<file path="src/rtl/trim_pkg.sv">
package trim_pkg;
  localparam int TC_W      = 3;
  localparam int HDR_BYTES = 6;   // bytes 0..5 hold version, DSCP and both length fields
  localparam int LEN_W     = 16;

  typedef struct packed {
    logic            valid;
    logic            sop;
    logic            eop;
    logic            cong;
    logic [TC_W-1:0] tc;
    logic [7:0]      data;
  } stage_t;

  typedef struct packed {
    logic            replace;
    logic [7:0]      subByte;
    logic            forceEop;
    logic            kill;
    logic [TC_W-1:0] tc;
    logic            trimmed;
  } strobe_t;
endpackage

</file>
<file path="src/rtl/trim_datapath.sv">
module trim_datapath
  import trim_pkg::*;
#(
  parameter int DEPTH = HDR_BYTES
) (
  input  logic                  clk,
  input  logic                  rst,
  input  stage_t                inStage,
  input  strobe_t               strobe,
  output logic [DEPTH-1:0][7:0] hdrBytes,
  output logic                  headValid,
  output logic                  headSop,
  output logic                  headCong,
  output logic [TC_W-1:0]       headTc,
  output logic [7:0]            outByte,
  output logic                  outValid,
  output logic                  outSop,
  output logic                  outEop,
  output logic [TC_W-1:0]       outTc,
  output logic                  outTrimmed
);
  stage_t sr [DEPTH];

  for (genvar g = 0; g < DEPTH; g++) begin : g_stage
    if (g == 0) begin : g_first
      always_ff @(posedge clk) begin
        if (rst) sr[g] <= '0;
        else     sr[g] <= inStage;
      end
    end else begin : g_next
      always_ff @(posedge clk) begin
        if (rst) sr[g] <= '0;
        else     sr[g] <= sr[g-1];
      end
    end
    // hdrBytes[k] is header byte k when the oldest stage holds byte 0
    assign hdrBytes[g] = sr[DEPTH-1-g].data;
  end

  stage_t head;
  assign head      = sr[DEPTH-1];
  assign headValid = head.valid;
  assign headSop   = head.sop;
  assign headCong  = head.cong;
  assign headTc    = head.tc;

  assign outValid   = head.valid && !strobe.kill;
  assign outByte    = strobe.replace ? strobe.subByte : head.data;
  assign outSop     = head.sop;
  assign outEop     = head.eop || strobe.forceEop;
  assign outTc      = strobe.tc;
  assign outTrimmed = strobe.trimmed;
endmodule

</file>
<file path="src/rtl/trim_ctrl.sv">
module trim_ctrl
  import trim_pkg::*;
#(
  parameter int MIN_W   = 8,
  parameter int V4_TRIM = 64,
  parameter int V6_TRIM = 128
) (
  input  logic                      clk,
  input  logic                      rst,
  input  logic [HDR_BYTES-1:0][7:0] hdrBytes,
  input  logic                      headValid,
  input  logic                      headSop,
  input  logic                      headCong,
  input  logic [TC_W-1:0]           headTc,
  input  logic [5:0]                cfgTrimmable,
  input  logic [5:0]                cfgTrimmedDscp,
  input  logic [MIN_W-1:0]          cfgMinTrim,
  input  logic [TC_W-1:0]           cfgPromoTc,
  output strobe_t                   strobe
);
  localparam logic [LEN_W-1:0] V4_LEN  = LEN_W'(V4_TRIM);
  localparam logic [LEN_W-1:0] V6_LEN  = LEN_W'(V6_TRIM);
  localparam logic [LEN_W-1:0] V6_HDR  = LEN_W'(40);

  logic [7:0] b0, b1, b2, b3, b4, b5;
  assign {b5, b4, b3, b2, b1, b0} = hdrBytes;

  // header decode, valid while the start byte is at the head of the delay line
  logic             isV4, isV6;
  logic [5:0]       dscpIn;
  logic [LEN_W:0]   lenIn;
  logic [LEN_W-1:0] baseLen, trimLen;
  logic             doTrim;
  always_comb begin
    isV4    = b0[7:4] == 4'd4;
    isV6    = b0[7:4] == 4'd6;
    dscpIn  = isV6 ? {b0[3:0], b1[7:6]} : b1[7:2];
    lenIn   = isV6 ? ({1'b0, b4, b5} + {1'b0, V6_HDR}) : {1'b0, b2, b3};
    baseLen = isV6 ? V6_LEN : V4_LEN;
    trimLen = (LEN_W'(cfgMinTrim) > baseLen) ? LEN_W'(cfgMinTrim) : baseLen;
    doTrim  = (isV4 || isV6) && (dscpIn == cfgTrimmable) && headCong &&
              (lenIn > {1'b0, trimLen});
  end

  // per-packet state, captured when the start byte leaves
  logic             trimR, v6R;
  logic [LEN_W-1:0] trimLenR, idxR, oldLenR;
  logic [7:0]       oldB1R, ckLoR;
  logic [TC_W-1:0]  tcR;

  logic             isSop;
  logic             curTrim, curV6;
  logic [LEN_W-1:0] curLen, idx, v6Len;
  logic [TC_W-1:0]  curTc;
  always_comb begin
    isSop   = headValid && headSop;
    curTrim = isSop ? doTrim  : trimR;
    curV6   = isSop ? isV6    : v6R;
    curLen  = isSop ? trimLen : trimLenR;
    curTc   = isSop ? headTc  : tcR;
    idx     = isSop ? '0      : idxR;
    v6Len   = trimLenR - V6_HDR;
  end

  // incremental IPv4 checksum: old word from bytes 10..11 now at the head
  logic [15:0] hcOld, newCk;
  logic [7:0]  newB1;
  logic [31:0] ckSum;
  logic [16:0] ckFold1, ckFold2;
  always_comb begin
    hcOld   = {hdrBytes[0], hdrBytes[1]};
    newB1   = {cfgTrimmedDscp, oldB1R[1:0]};
    ckSum   = {16'd0, ~hcOld} + {16'd0, 8'hFF, ~oldB1R} + {24'd0, newB1} +
              {16'd0, ~oldLenR} + {16'd0, trimLenR};
    ckFold1 = {1'b0, ckSum[15:0]} + {1'b0, ckSum[31:16]};
    ckFold2 = {1'b0, ckFold1[15:0]} + {16'd0, ckFold1[16]};
    newCk   = ~ckFold2[15:0];
  end

  always_ff @(posedge clk) begin
    if (rst) begin
      trimR    <= 1'b0;
      v6R      <= 1'b0;
      trimLenR <= '0;
      idxR     <= '0;
      oldLenR  <= '0;
      oldB1R   <= '0;
      ckLoR    <= '0;
      tcR      <= '0;
    end else if (headValid) begin
      if (isSop) begin
        trimR    <= doTrim;
        v6R      <= isV6;
        trimLenR <= trimLen;
        oldLenR  <= {b2, b3};
        oldB1R   <= b1;
        tcR      <= headTc;
      end
      idxR <= (idx == '1) ? idx : idx + 1'b1;
      if (curTrim && !curV6 && idx == LEN_W'(10)) ckLoR <= newCk[7:0];
    end
  end

  always_comb begin
    strobe          = '0;
    strobe.subByte  = hdrBytes[0];
    strobe.tc       = curTrim ? cfgPromoTc : curTc;
    strobe.trimmed  = curTrim;
    if (curTrim) begin
      strobe.forceEop = idx == curLen - 1'b1;
      strobe.kill     = idx >= curLen;
      strobe.replace  = 1'b1;
      if (!curV6) begin
        case (idx)
          LEN_W'(1):  strobe.subByte = {cfgTrimmedDscp, hdrBytes[0][1:0]};
          LEN_W'(2):  strobe.subByte = trimLenR[15:8];
          LEN_W'(3):  strobe.subByte = trimLenR[7:0];
          LEN_W'(10): strobe.subByte = newCk[15:8];
          LEN_W'(11): strobe.subByte = ckLoR;
          default:    strobe.replace = 1'b0;
        endcase
      end else begin
        case (idx)
          LEN_W'(0):  strobe.subByte = {hdrBytes[0][7:4], cfgTrimmedDscp[5:2]};
          LEN_W'(1):  strobe.subByte = {cfgTrimmedDscp[1:0], hdrBytes[0][5:0]};
          LEN_W'(4):  strobe.subByte = v6Len[15:8];
          LEN_W'(5):  strobe.subByte = v6Len[7:0];
          default:    strobe.replace = 1'b0;
        endcase
      end
    end
  end
endmodule

</file>
<file path="src/rtl/cong_trimmer.sv">
module cong_trimmer
  import trim_pkg::*;
#(
  parameter int QD_W    = 12,
  parameter int MIN_W   = 8,
  parameter int V4_TRIM = 64,
  parameter int V6_TRIM = 128
) (
  input  logic                   clk,
  input  logic                   rst,
  input  logic [7:0]             inByte,
  input  logic                   inValid,
  input  logic                   inSop,
  input  logic                   inEop,
  input  logic [TC_W-1:0]        inTc,
  input  logic [QD_W-1:0]        queueDepth,
  input  logic [QD_W-1:0]        cfgThreshold,
  input  logic [5:0]             cfgTrimmable,
  input  logic [5:0]             cfgTrimmedDscp,
  input  logic [MIN_W-1:0]       cfgMinTrim,
  input  logic [TC_W-1:0]        cfgPromoTc,
  output logic [7:0]             outByte,
  output logic                   outValid,
  output logic                   outSop,
  output logic                   outEop,
  output logic [TC_W-1:0]        outTc,
  output logic                   outTrimmed
);
  stage_t                    inStage;
  strobe_t                   strobe;
  logic [HDR_BYTES-1:0][7:0] hdrBytes;
  logic                      headValid, headSop, headCong;
  logic [TC_W-1:0]           headTc;

  always_comb begin
    inStage.valid = inValid;
    inStage.sop   = inSop;
    inStage.eop   = inEop;
    inStage.cong  = queueDepth > cfgThreshold;
    inStage.tc    = inTc;
    inStage.data  = inByte;
  end

  trim_datapath #(.DEPTH(HDR_BYTES)) u_dp (
    .clk, .rst, .inStage, .strobe, .hdrBytes,
    .headValid, .headSop, .headCong, .headTc,
    .outByte, .outValid, .outSop, .outEop, .outTc, .outTrimmed
  );

  trim_ctrl #(.MIN_W(MIN_W), .V4_TRIM(V4_TRIM), .V6_TRIM(V6_TRIM)) u_ctrl (
    .clk, .rst, .hdrBytes, .headValid, .headSop, .headCong, .headTc,
    .cfgTrimmable, .cfgTrimmedDscp, .cfgMinTrim, .cfgPromoTc, .strobe
  );
endmodule

</file>
<file path="config.mk">
export PLATFORM = sky130hd
export DESIGN_NAME = cong_trimmer
export DESIGN_NICKNAME = d
export VERILOG_FILES = /design/src/rtl/trim_pkg.sv /design/src/rtl/trim_datapath.sv /design/src/rtl/trim_ctrl.sv /design/src/rtl/cong_trimmer.sv
export SDC_FILE = /design/constraint.sdc
export NUM_CORES = 1
export LEC_CHECK = 0
export ABC_AREA = 1
export ABC_CLOCK_PERIOD_IN_PS = 7750
export BUFFER_PORTS_ARGS = -buffer_cell sky130_fd_sc_hd__buf_2
export CAP_MARGIN = 20
export CORE_ASPECT_RATIO = 1.75
export CORE_MARGIN = 3
export CORE_UTILIZATION = 45
export CTS_CLUSTER_DIAMETER = 120
export CTS_CLUSTER_SIZE = 8
export DETAILED_ROUTE_END_ITERATION = 8
export GPL_TIMING_DRIVEN = 0
export SLEW_MARGIN = 20
export SYNTH_ARGS = -nofsm -noshare
export SYNTH_HDL_FRONTEND = slang
export SYNTH_SLANG_ARGS = --single-unit
</file>
<file path="constraint.sdc">
create_clock -name clk -period 7.75 [get_ports clk]
set_input_delay 0.775 -clock clk [delete_from_list [all_inputs] [get_ports clk]]
set_output_delay 0.775 -clock clk [all_outputs]
set_load 0.05 [all_outputs]
</file>
### Word level (Yosys, flattened, before mapping)

Memories as Yosys holds them, arrays and structs flattened.
Cells that the tools add are included.

* $add $sub $neg: 10
* reduce and logical (&&, ||, !) cells: 16
* mux-type cells: 27
* equal/unequal tests: 12
* bitwise logic cells: 10
* $lt $le $gt $ge: 4

Operators by type and width (count)
* 15-bit two-way mux: 6
* 32-bit by 16-bit adder with 32-bit output: 2
* 16-bit two-way mux: 4
* 16-bit NOT: 3
* 8-bit case mux with 5 select lines: 1
* 16-bit by 16-bit adder with 17-bit output: 2
* 32-bit by 8-bit adder with 32-bit output: 1
* 16-bit by 2-bit == test with 1-bit output, second input constant: 2
* 16-bit by 3-bit == test with 1-bit output, second input constant: 2
* 16-bit by 4-bit == test with 1-bit output, second input constant: 2
* 8-bit case mux with 4 select lines: 1
* 16-bit by 6-bit adder with 17-bit output, second input constant: 1
* 17-bit by 16-bit > comparator with 1-bit output: 1
* 17-bit two-way mux: 1
* 16-bit by 1-bit adder with 16-bit output: 1
* 16-bit by 1-bit adder with 16-bit output, second input constant: 1
* 16-bit by 1-bit == test with 1-bit output, second input constant: 1
* 16-bit == test: 1
* 16-bit == test, second input constant: 1
* 16-bit greater-or-equal comparator: 1
* 8-bit by 16-bit > comparator with 1-bit output: 1
* 16-bit logical NOT: 1
* 8-bit two-way mux: 2
* 16-bit by 1-bit subtractor with 16-bit output, second input constant: 1
* 17 further kinds: 39

* output and inout bits: 15
* RAM bits: 90
* register bits after elaboration: 69
* memories kept: 1

Memory list
* u_dp.sr: depth 6, bits a word 15, read ports 6, clocked after memory_dff 0, write ports 6, RTL line trim_datapath.sv:22 `stage_t sr [DEPTH];`

### Depth between registers and ports, before layout

An unclocked memory read counts as a cell.

* depth in word-level cells: 14
* gate-level depth with buffers: 57
* gate-level depth less buffers: 57

### Modules after synthesis

A second synthesis with hierarchy kept.

* cell total of the unflattened synthesis: 1846
* area total of the unflattened synthesis: 12361.9 µm²

By module, submodules not included
* trim_ctrl: cells each 1423, times used 1, seq. area each 1381.3 µm², area an instance 8862.2 µm²
* trim_datapath: cells each 365, times used 1, seq. area each 1801.7 µm², area an instance 3145.5 µm²
* cong_trimmer: cells each 58, times used 1, seq. area each 0.0 µm², area an instance 354.1 µm²

### Least setup slack after synthesis

No wires, ideal clock.

* path kind: reg-to-output
* start: register u_ctrl.oldB1R[1]
* end: output port outByte[5]
* path slack: -0.515 ns
* buffers on the path: 0
* stages on the path, launching flop included: 53
* data arrival time: 7.490 ns
* cells stage by stage: dfxtp_1 inv_1 ha_1 inv_1 o31ai_1 nand2_1 nand2_1 a21oi_1 nor2_1 inv_1 nand3_1 nand2_1 fa_1 inv_1 fa_1 ha_1 nand2_1 inv_1 [... 17 more ...] nor2_1 nand2_1 nor4_1 ha_1 nand2_1 nor2_1 nand3_1 nor2_1 nand2_1 nor2_1 nand2_1 nor2_1 nand3_1 o21ai_0 nand3_1 nand2_1 nand3_1 a21oi_1

* longest elaborated chain between the ends: 12

RTL lines
* start: declaration: RTL line trim_ctrl.sv:48 `logic [7:0] oldB1R, ckLoR;`
* start signal: assignment: RTL line trim_ctrl.sv:87 `oldB1R <= '0;`
* start signal: assignment: RTL line trim_ctrl.sv:96 `oldB1R <= b1;`
* 8-bit NOT: RTL line trim_ctrl.sv:73 `ckSum = {16'd0, ~hcOld} + {16'd0, 8'hFF, ~oldB1R} + {24'd0, newB1} +`
* 16-bit by 16-bit adder with 17-bit output: RTL line trim_ctrl.sv:73
* 32-bit by 8-bit adder with 32-bit output (*): RTL line trim_ctrl.sv:73
* 32-bit by 16-bit adder with 32-bit output (*): RTL line trim_ctrl.sv:73
* 32-bit by 16-bit adder with 32-bit output (*): RTL line trim_ctrl.sv:74 `{16'd0, ~oldLenR} + {16'd0, trimLenR};`
* 16-bit by 16-bit adder with 17-bit output (*): RTL line trim_ctrl.sv:75 `ckFold1 = {1'b0, ckSum[15:0]} + {1'b0, ckSum[31:16]};`
* 16-bit by 1-bit adder with 16-bit output (*): RTL line trim_ctrl.sv:76 `ckFold2 = {1'b0, ckFold1[15:0]} + {16'd0, ckFold1[16]};`
* 16-bit NOT (*): RTL line trim_ctrl.sv:77 `newCk = ~ckFold2[15:0];`
* 8-bit case mux with 5 select lines (*): RTL line trim_ctrl.sv:114 `case (idx)`
* 9-bit two-way mux (*): RTL line trim_ctrl.sv:113 `if (!curV6) begin`
* 11-bit two-way mux (*): RTL line trim_ctrl.sv:109 `if (curTrim) begin`
* 8-bit two-way mux (*): RTL line trim_datapath.sv:48 `assign outByte = strobe.replace ? strobe.subByte : head.data;`
* end: declaration: RTL line cong_trimmer.sv:22 `output logic [7:0] outByte,`

Every way passes the cells marked *; elsewhere a longest branch is shown, timed or not.

==> results.txt <==
----------------------------------------------------
[Outcome]
  Status ... complete, but fails checks
  Failing checks ... setup timing

[Layout]
  Final cell utilization of the core ... 56.70%
  Most frequent standard cell in the layout excluding fill and tap cells ... inv_1
  Number of nets in the final layout ... 2021
  Area delta synth->final ... 23.65%
  Most frequent cells in the layout ... inv_1 (310), nand2_1 (282), nor2_1 (215)
  Final instance count without filler cells ... 2173
  Diodes inserted ... 0
  FILL cells ... 2464
  Share of final-layout standard cells stronger than drive strength 1 ... 19.56%

[CTS]
  Clock tree from TritonCTS ... yes
  Root buffer cell ... clkbuf_16
  Clock network latency to the later pin of the worst-skew pair ... 0.44 ns
  Reg clk slew, reported paths ... 0.07 ns
  Total number of H-tree levels ... 4
  Count of clock tree sinks ... 159
  Number of clock buffers inserted by TritonCTS ... 17
  Longest Clk Path Bufs ... 2
  Hold buffer count at CTS ... 0

[Global routing]
  Residual overflow from global routing ... 0
  Initial antenna violation count ... 0
  Via count of the first global-routing pass ... 11.28k
  Pin count of the biggest net entering global routing ... 17
  Global-route wire length before repair ... 58370 µm
  Total global routing track utilization ... 27.76%

[Worst setup path]
  Minimum setup slack among reg-to-reg paths ... -0.76 ns
  Type of element capturing the critical path ... output port
  Arrival time worst endpoint ... 7.80 ns
  CP Max Fanout ... 5
  Data required time of the critical path ... 6.97 ns
  Standard cell with the maximum stage delay on the critical path ... fa_1
  Worst setup path class ... reg -> out
  Critical path launch point type ... flop
  Max incr delay on CP ... 0.50 ns

[Yosys]
  Seq cells post-synth ... 159
  Number of enable flip-flop cells after synthesis ... 0
  Mapped Avg Cell Area ... 6.698 µm²
  Fraction of registers with async set/reset ... 0%
  Post-synth top area cell ... dfxtp_1
  Count of mapped cells out of synthesis ... 1686
  Netlist Area Pre-Place ... 11290 µm²
  Number of synthesis warnings ... 0
  Post-synth net total ... 1858
  Cell types occupying the most area after synthesis ... dfxtp_1 (28%), inv_1 (11%), nand2_1 (10%), ha_1 (9.3%), nor2_1 (7.6%)
  Synth unique cells ... 62
  Share of Yosys cell area claimed by the top area cell type ... 28.19%
  Portion of the post-synthesis area used by sequential elements ... 28.19%
  Most used flip-flop cell after synthesis ... dfxtp_1

[Min path]
  Tightest Hold Check Type ... reg -> reg

[Die]
  Core area ... 24630 µm²
  Vertical extent of the die ... 215.6 µm
  Overall die area ... 27110 µm²
  Core Rows ... 76
  Number of top-level design ports ... 78
  Effective utilization at floorplan ... 45.85%
  Horizontal die dimension ... 125.8 µm

[Detailed routing]
  DRC Markers ... 0
  Via density per instance ... 5.151
  Via Count ... 11.19k
  Overall routed net length ... 37480 µm
  Drt initial violations ... 520
  DRT antenna net count ... 0
  Mean routed wirelength per cell ... 17.25 µm
  Number of iterations in the first detailed-routing pass ... 5

[Timing]
  Max-slew headroom ... 37.99%
  Fin crit period ... 8.579 ns
  Hold violation count in the final report ... 0
  Final setup violation count ... 11
  Post-route fraction of the period consumed by the critical path ... 110.7%
  Setup repair after global routing missed its margin ... true
  Highest Clock Rate ... 116.6 MHz
  Total count of max-transition violations in the final report ... 0
  Worst clock skew ... 0.007770 ns
  Worst setup slack after layout ... -0.8290 ns
  Measured slew at the worst slew-check pin ... 0.9217 ns

[Placed design]
  Port buffer count ... 76
  DP Wirelength ... 29890 µm
  Placed cells ... 2074
  Global placement routability congestion ... 0.9632

[Power and ir drop]
  Leakage ... 6.766 nW
  Total power density per cell area ... 142.1 nW/µm²
  Largest vdd supply drop ... 0.1862 mV
  Post-layout total power ... 1.985 mW

[Flow run]
  Total of max-cap violations ... 0

----------------------------------------------------
-- metrics by stage --
stage          setup TNS (ns)  setup slack [ns]  hold WS [ns]  cell area [µm²]
3_3_place_gp           -10.53            -1.461        0.3893            12180
3_5_place_dp           -10.80            -1.490        0.3937            12180
2_1_floorplan               0          0.004361        0.3883            11400
5_1_grt                -13.06            -1.376        0.4185            13960
4_1_cts                -6.826           -0.8094        0.4013            13660
6_report               -7.419           -0.8290        0.3964            13960
-- path summary, 6_finish.rpt --
| check | startpoint | end | depth (start not counted) |
|---|---|---|---|
| max | u_dp.sr[4][0] | outByte[4] | 53 |
| min | u_dp.sr[4][8] | u_dp.sr[5][8] | 2 |
| max reg2reg | u_dp.sr[4][0] | u_ctrl.ckLoR[5] | 64 |
| min reg2reg | u_dp.sr[4][8] | u_dp.sr[5][8] | 2 |
-- logic make-up (layout without fill, tap and decap cells) --
| kind of cell | Yosys count | after routing | share of synthesized area [%] |
|---|---|---|---|
| AO/OA/AOI/OAI | 265 | 265 | 13.13 |
| adder cells (fa/ha/maj) | 109 | 109 | 13.74 |
| AND/OR/NAND/NOR | 743 | 743 | 28.69 |
| multiplexers | 3 | 3 | 0.2659 |
| buffers and inverters | 365 | 540 | 12.49 |
| XOR/XNOR | 42 | 42 | 3.501 |
| flip-flops | 159 | 159 | 28.19 |
-- state kept, by name, summed over array words and instances (netlist names) --
name             count
u_dp.sr             90
u_ctrl.trimR         1
u_ctrl.idxR         16
u_ctrl.oldB1R        8
u_ctrl.trimLenR     16
u_ctrl.tcR           3
u_ctrl.v6R           1
u_ctrl.ckLoR         8
u_ctrl.oldLenR      16
-- layer usage --
layer	global-route usage (%)	vias to the layer above	share of wire (%)
met1	27.53	5109	36
li1	-	5674	-
met4	19.79	0	7.7
met3	3.170	120	2.8
met2	52.45	291	54
met5	0	-	0
-- worst max-delay path: cells and delay by family (launching register included) --
family	cells	cell delay, ns
adders and majority gates	8	2.08
buffers and inverters	8	0.77
DFF	1	0.33
AOI/OAI and AO/OA	7	0.90
and+or+nand+nor	28	3.00
xor gates and xnor gates	2	0.25
-- layout make-up --
cell class / instances / area, µm² / share of cell area [%]
Buffer: 33 / 157.7 / 1.129
Clock buffer: 20 / 456.7 / 3.270
Clock inverter: 11 / 98.84 / 0.7078
Inverter: 332 / 1255 / 8.987
Multi-Input combinational cell: 1162 / 7437 / 53.26
Sequential cell: 159 / 3194 / 22.87
Tap cell: 312 / 390.4 / 2.795
Timing Repair Buffer: 144 / 974.7 / 6.980
-- report_power, final --
group	leakage, nW	switching, mW	internal (mW)	total (mW)
Sequential	1.29	0.00585	0.829	0.835
Clock	0.273	0.360	0.435	0.795
Combinational	5.20	0.232	0.123	0.356
Total	6.77	0.598	1.39	1.99
-- Yosys cell counts (3+ instances only) --
cell and number:
o21ai_0 99, ha_1 84, nor3_1 26, nor4_1 6
fa_1 25, mux2i_1 3, dfxtp_1 159, nand4_1 17
o22ai_1 13, a31oi_1 5, nand2_2 8, nand3_2 4
buf_2 3, inv_2 8, buf_1 5, nor2_1 230
xnor2_1 7, and3_1 3, inv_1 322, nand2_1 311
clkbuf_1 19, buf_4 5, nor3_2 3, o211ai_1 7
a21o_1 3, nor2_2 7, o21a_1 3, nand3_1 109
xor2_1 33, o21ai_1 15, a21oi_1 97, nand2_4 4
o221ai_1 3
-- what timing repair did --
item / 4_1_cts / 5_1_grt
setup endpoints to repair: 9 / 12
resized for setup: 131 / 47
pin swaps: 73 / 59
setup buffers: 54 / 14
(Power assumes the default switching activity.)
